<file path="src/rtl/bgen_pkg.sv">
package bgen_pkg;
  parameter int FRAC_W   = 9;
  parameter int RELOAD_W = 16;
  localparam int FRAC_FULL = 1 << FRAC_W;
endpackage

</file>
<file path="src/rtl/bgen_frac_stage.sv">
module bgen_frac_stage #(
  parameter int FRAC_W = bgen_pkg::FRAC_W
) (
  input  logic              clk,
  input  logic              rst_n,
  input  logic              run,
  input  logic              frac_en,
  input  logic [FRAC_W-1:0] frac_val,
  output logic              step,
  output logic [FRAC_W-1:0] acc_q
);
  logic [FRAC_W:0] sum;
  logic            bypass;

  assign sum    = {1'b0, acc_q} + {1'b0, frac_val};
  assign bypass = !frac_en || (frac_val == '0);
  assign step   = run && (bypass || sum[FRAC_W]);

  always_ff @(posedge clk) begin
    if (!rst_n || !run) begin
      acc_q <= '0;
    end else if (!bypass) begin
      acc_q <= sum[FRAC_W-1:0];
    end
  end
endmodule

</file>
<file path="src/rtl/bgen_reload_ctr.sv">
module bgen_reload_ctr #(
  parameter int RELOAD_W = bgen_pkg::RELOAD_W
) (
  input  logic                clk,
  input  logic                rst_n,
  input  logic                run,
  input  logic                step,
  input  logic                wr,
  input  logic [RELOAD_W-1:0] wr_data,
  output logic                tick,
  output logic [RELOAD_W-1:0] cnt_q,
  output logic [RELOAD_W-1:0] reload_q
);
  logic wr_ok;
  assign wr_ok = wr && !run;

  always_ff @(posedge clk) begin
    if (!rst_n) begin
      reload_q <= '0;
    end else if (wr_ok) begin
      reload_q <= wr_data;
    end
  end

  always_ff @(posedge clk) begin
    if (!rst_n) begin
      cnt_q <= '0;
      tick  <= 1'b0;
    end else if (!run) begin
      cnt_q <= wr_ok ? wr_data : reload_q;
      tick  <= 1'b0;
    end else if (step) begin
      if (cnt_q == '0) begin
        cnt_q <= reload_q;
        tick  <= 1'b1;
      end else begin
        cnt_q <= cnt_q - 1'b1;
        tick  <= 1'b0;
      end
    end else begin
      tick <= 1'b0;
    end
  end
endmodule

</file>
<file path="src/rtl/bgen_fracdiv_top.sv">
module bgen_fracdiv_top #(
  parameter int FRAC_W   = bgen_pkg::FRAC_W,
  parameter int RELOAD_W = bgen_pkg::RELOAD_W
) (
  input  logic                clk,
  input  logic                rst_n,
  input  logic                run,
  input  logic                frac_en,
  input  logic [FRAC_W-1:0]   frac_val,
  input  logic                reload_wr,
  input  logic [RELOAD_W-1:0] reload_data,
  output logic                tick
);
  logic                step;
  logic [FRAC_W-1:0]   acc_w;
  logic [RELOAD_W-1:0] cnt_w;
  logic [RELOAD_W-1:0] reload_w;

  bgen_frac_stage #(.FRAC_W(FRAC_W)) u_frac (
    .clk(clk), .rst_n(rst_n), .run(run), .frac_en(frac_en),
    .frac_val(frac_val), .step(step), .acc_q(acc_w)
  );

  bgen_reload_ctr #(.RELOAD_W(RELOAD_W)) u_ctr (
    .clk(clk), .rst_n(rst_n), .run(run), .step(step),
    .wr(reload_wr), .wr_data(reload_data), .tick(tick),
    .cnt_q(cnt_w), .reload_q(reload_w)
  );
endmodule

</file>
<file path="config.mk">
export PLATFORM = sky130hd
export DESIGN_NAME = bgen_fracdiv_top
export DESIGN_NICKNAME = d
export VERILOG_FILES = /design/src/rtl/bgen_pkg.sv /design/src/rtl/bgen_frac_stage.sv /design/src/rtl/bgen_reload_ctr.sv /design/src/rtl/bgen_fracdiv_top.sv
export SDC_FILE = /design/constraint.sdc
export NUM_CORES = 1
export LEC_CHECK = 0
export CAP_MARGIN = 20
export CORE_MARGIN = 2
export CORE_UTILIZATION = 50
export CTS_CLUSTER_SIZE = 30
export DETAILED_ROUTE_END_ITERATION = 16
export DONT_BUFFER_PORTS = 1
export HOLD_SLACK_MARGIN = 0.1
export PLACE_DENSITY = 0.76
export SETUP_SLACK_MARGIN = 0.1
export SLEW_MARGIN = 20
export SYNTH_ARGS = -nofsm -noshare
export SYNTH_HDL_FRONTEND = slang
export SYNTH_SLANG_ARGS = --single-unit
</file>
<file path="constraint.sdc">
create_clock -name clk -period 4 [get_ports clk]
set_clock_uncertainty 0.2 [all_clocks]
set_input_delay 0.4 -clock clk [delete_from_list [all_inputs] [get_ports clk]]
set_output_delay 0.4 -clock clk [all_outputs]
set_load 0.005 [all_outputs]
</file>
==> impl_metrics.json <==
{
  "critPathKind": "reg2reg",
  "synth.distinct_cells": 54,
  "power_density_nw_per_um2": 344.2,
  "cp_cell_sequence": "ha_1 > a21o_1 > a21oi_2 > nor3_1 > nor3_2 > o21ai_0 > a22o_1",
  "cts_made_buffers": 5,
  "synth-edff-count": 0,
  "place_inst": 408,
  "cpMaxStageDelayCell": "nor3_2",
  "die-area_um2": 6154,
  "clk_root_buffer_cell": "clkbuf_8",
  "initial_core_util_pct": 50.95,
  "wirelength_mm": 6.800,
  "clockBufferDepth": 2,
  "rsz0062_at_grt": "false",
  "drc": 0,
  "p_leak_nw": 1.140,
  "setup_viol": 0,
  "ctsResizeCount": 0,
  "cts_setup_buffers": 0,
  "fin_nets": 404,
  "final_cells": 435,
  "overflow": 0,
  "yosys.area.top_type": "dfxtp_1",
  "synth_warnings": 0,
  "syn-num-nets": 395,
  "outcome": "finished, final reports clean",
  "setup_tns_ps": 0,
  "async_flop_share_pct": 0,
  "cp-start-kind": "flip-flop",
  "crit_required_ps": 3990,
  "grt_max_degree": 25,
  "drt_first_pass_iters": 5,
  "n_antenna_cell": 0,
  "grt_pass1_vias": 2615,
  "row_count": 27,
  "yosys.area.top_type_share_pct": 30.34,
  "syn_area_per_cell_um2": 7.851,
  "grtUsageTotal_pct": 23.68,
  "vias": 2598,
  "wl_per_cell_um": 15.63,
  "htreeDepth": 2,
  "portBuffers": 0,
  "irDropWorstVdd_v": 0.0001733,
  "post-route-period-util_pct": 66.48,
  "dieWidth_um": 78.45,
  "ys.flop_type": "dfxtp_1",
  "critPathCaptureType": "flip-flop",
  "max_freq_mhz": 376.1,
  "vias_per_cell": 5.972,
  "whs_ps": 110.3,
  "period_needed_ps": 2659,
  "yosysSeqAreaShare_pct": 30.34,
  "syn_area_um2": 2771,
  "synth_most_common_cell": "nand2_1",
  "clk_pin_slew_ps": 80,
  "antenna_found_initial": 0,
  "hp-class": "in2reg",
  "maxCapViolations": 0,
  "max-slew-margin-rel_pct": 35.22,
  "hold_violations": 0,
  "core_um2": 5439,
  "worstMarginPinSlew_ps": 966.5,
  "fin_total_pwr_w": 0.001053,
  "synth_seq_cells": 42,
  "postCtsHoldBufs": 19,
  "drive_above_1_share_pct": 8.264,
  "cts_tree": "yes",
  "gp_congestion": 0.9000,
  "crit_path_max_fanout": 15,
  "dp_hpwl_mm": 4.506,
  "die_y_um": 78.45,
  "arrival_ps": 2650,
  "netlist_instances": 353,
  "grt_pass1_wl_mm": 11.81,
  "clkLatencyLatePin_ps": 300,
  "first_iter_violations": 169,
  "synth_area_leaders": "dfxtp_1 (30%), nand2_1 (12%), a21oi_1 (5.2%), ha_1 (5.0%), xnor2_1 (3.5%)",
  "drv_slew": 0,
  "ant_nets": 0,
  "max_stage_delay_ps": 730,
  "yosys-top-cells-count": "nand2_1 (85), dfxtp_1 (42), a21oi_1 (29)",
  "io_pins": 31,
  "cts_sinks": 42,
  "area_growth_pct": 10.43,
  "utilization_pct": 56.27
}
-- area by class of cell --
class,instances,area (µm²)
clock buffers,7,86.33
clock inverters,1,5.005
inverters,8,30.03
multi-input cells,284,1803
well taps,72,90.09
fillers,505,2379
flip-flops and latches,42,840.8
repair buffers,21,205.2
-- registers in the layout, indices dropped and copies added (netlist names) --
register        flops
u_ctr.cnt_q        16
u_ctr.reload_q     16
u_frac.acc_q        9
u_ctr.tick          1
-- stage by stage --
stage / worst slack [ps] / instance area (µm²)
after floorplan: 1741 / 2771
after global placement: 1329 / 2779
after detailed placement: 1307 / 2779
after CTS: 1386 / 3060
after global routing: 1154 / 3060
final: 1341 / 3060
-- worst max-delay path: cells and delay by family (launching register included) --
family                   cells  cell delay, ps
AO/OA/AOI/OAI                4             880
AND/OR/NAND/NOR              2             830
flip-flops                   1             390
adder cells (fa/ha/maj)      1             250
-- per-layer routing --
layer	global-route usage, %	share of wire [%]
met1	28.56	43
met2	40.26	49
met3	5.632	6.2
met4	10.00	1.6
met5	0	0
-- cells in the final DEF (no fill, tap or decap), types with 3 or more instances in the layout --
cell	Yosys	final
inv_1	8	8
a311oi_1	6	6
nor4_1	3	3
mux2_2	4	4
or3_1	3	3
mux2_4	3	3
dlygate4sd3_1	0	19
o22ai_1	3	3
mux2i_1	5	5
ha_1	11	11
o21ai_1	3	3
nand3_1	10	10
nand2_1	85	85
nor2b_1	6	6
o21ai_2	3	3
clkbuf_8	0	6
o21ai_0	10	10
a21oi_1	29	29
xor2_1	5	5
o211ai_1	11	11
xnor2_1	11	11
a211oi_1	8	8
nand4_1	5	5
nor2_1	13	13
dfxtp_1	42	42
nor3_1	10	10
o2bb2ai_1	3	3
and3_1	3	3
-- power breakdown --
| group | switching, W | internal, W |
|---|---|---|
| clock | 0.000146 | 0.000139 |
| combinational | 0.000152 | 0.000135 |
| sequential | 0.0000352 | 0.000446 |
-- cell families after synthesis --
group           Yosys count  share of synthesized area (%)
simple gates            152                          26.77
fa+ha+maj                12                          5.688
flops                    42                          30.34
buf+inv                  27                          4.605
xor+xnor                 16                          5.056
mux                      12                          5.056
compound gates           92                          22.48
-- final timing paths --
| kind | from | endpoint | slack, ps | cells past startpoint |
|---|---|---|---|---|
| max | u_frac.acc_q[1]$_SDFFE_PP0N_ | u_ctr.cnt_q[15]$_SDFFE_PN0P_ | 1340 | 7 |
| max reg2reg | u_frac.acc_q[1]$_SDFFE_PP0N_ | u_ctr.cnt_q[15]$_SDFFE_PN0P_ | 1340 | 7 |
| min | rst_n | u_ctr.cnt_q[10]$_SDFFE_PN0P_ | 110 | 2 |
| min reg2reg | u_frac.acc_q[8]$_SDFFE_PP0N_ | u_frac.acc_q[8]$_SDFFE_PP0N_ | 260 | 2 |
Power figures use the tool's default switching activity.
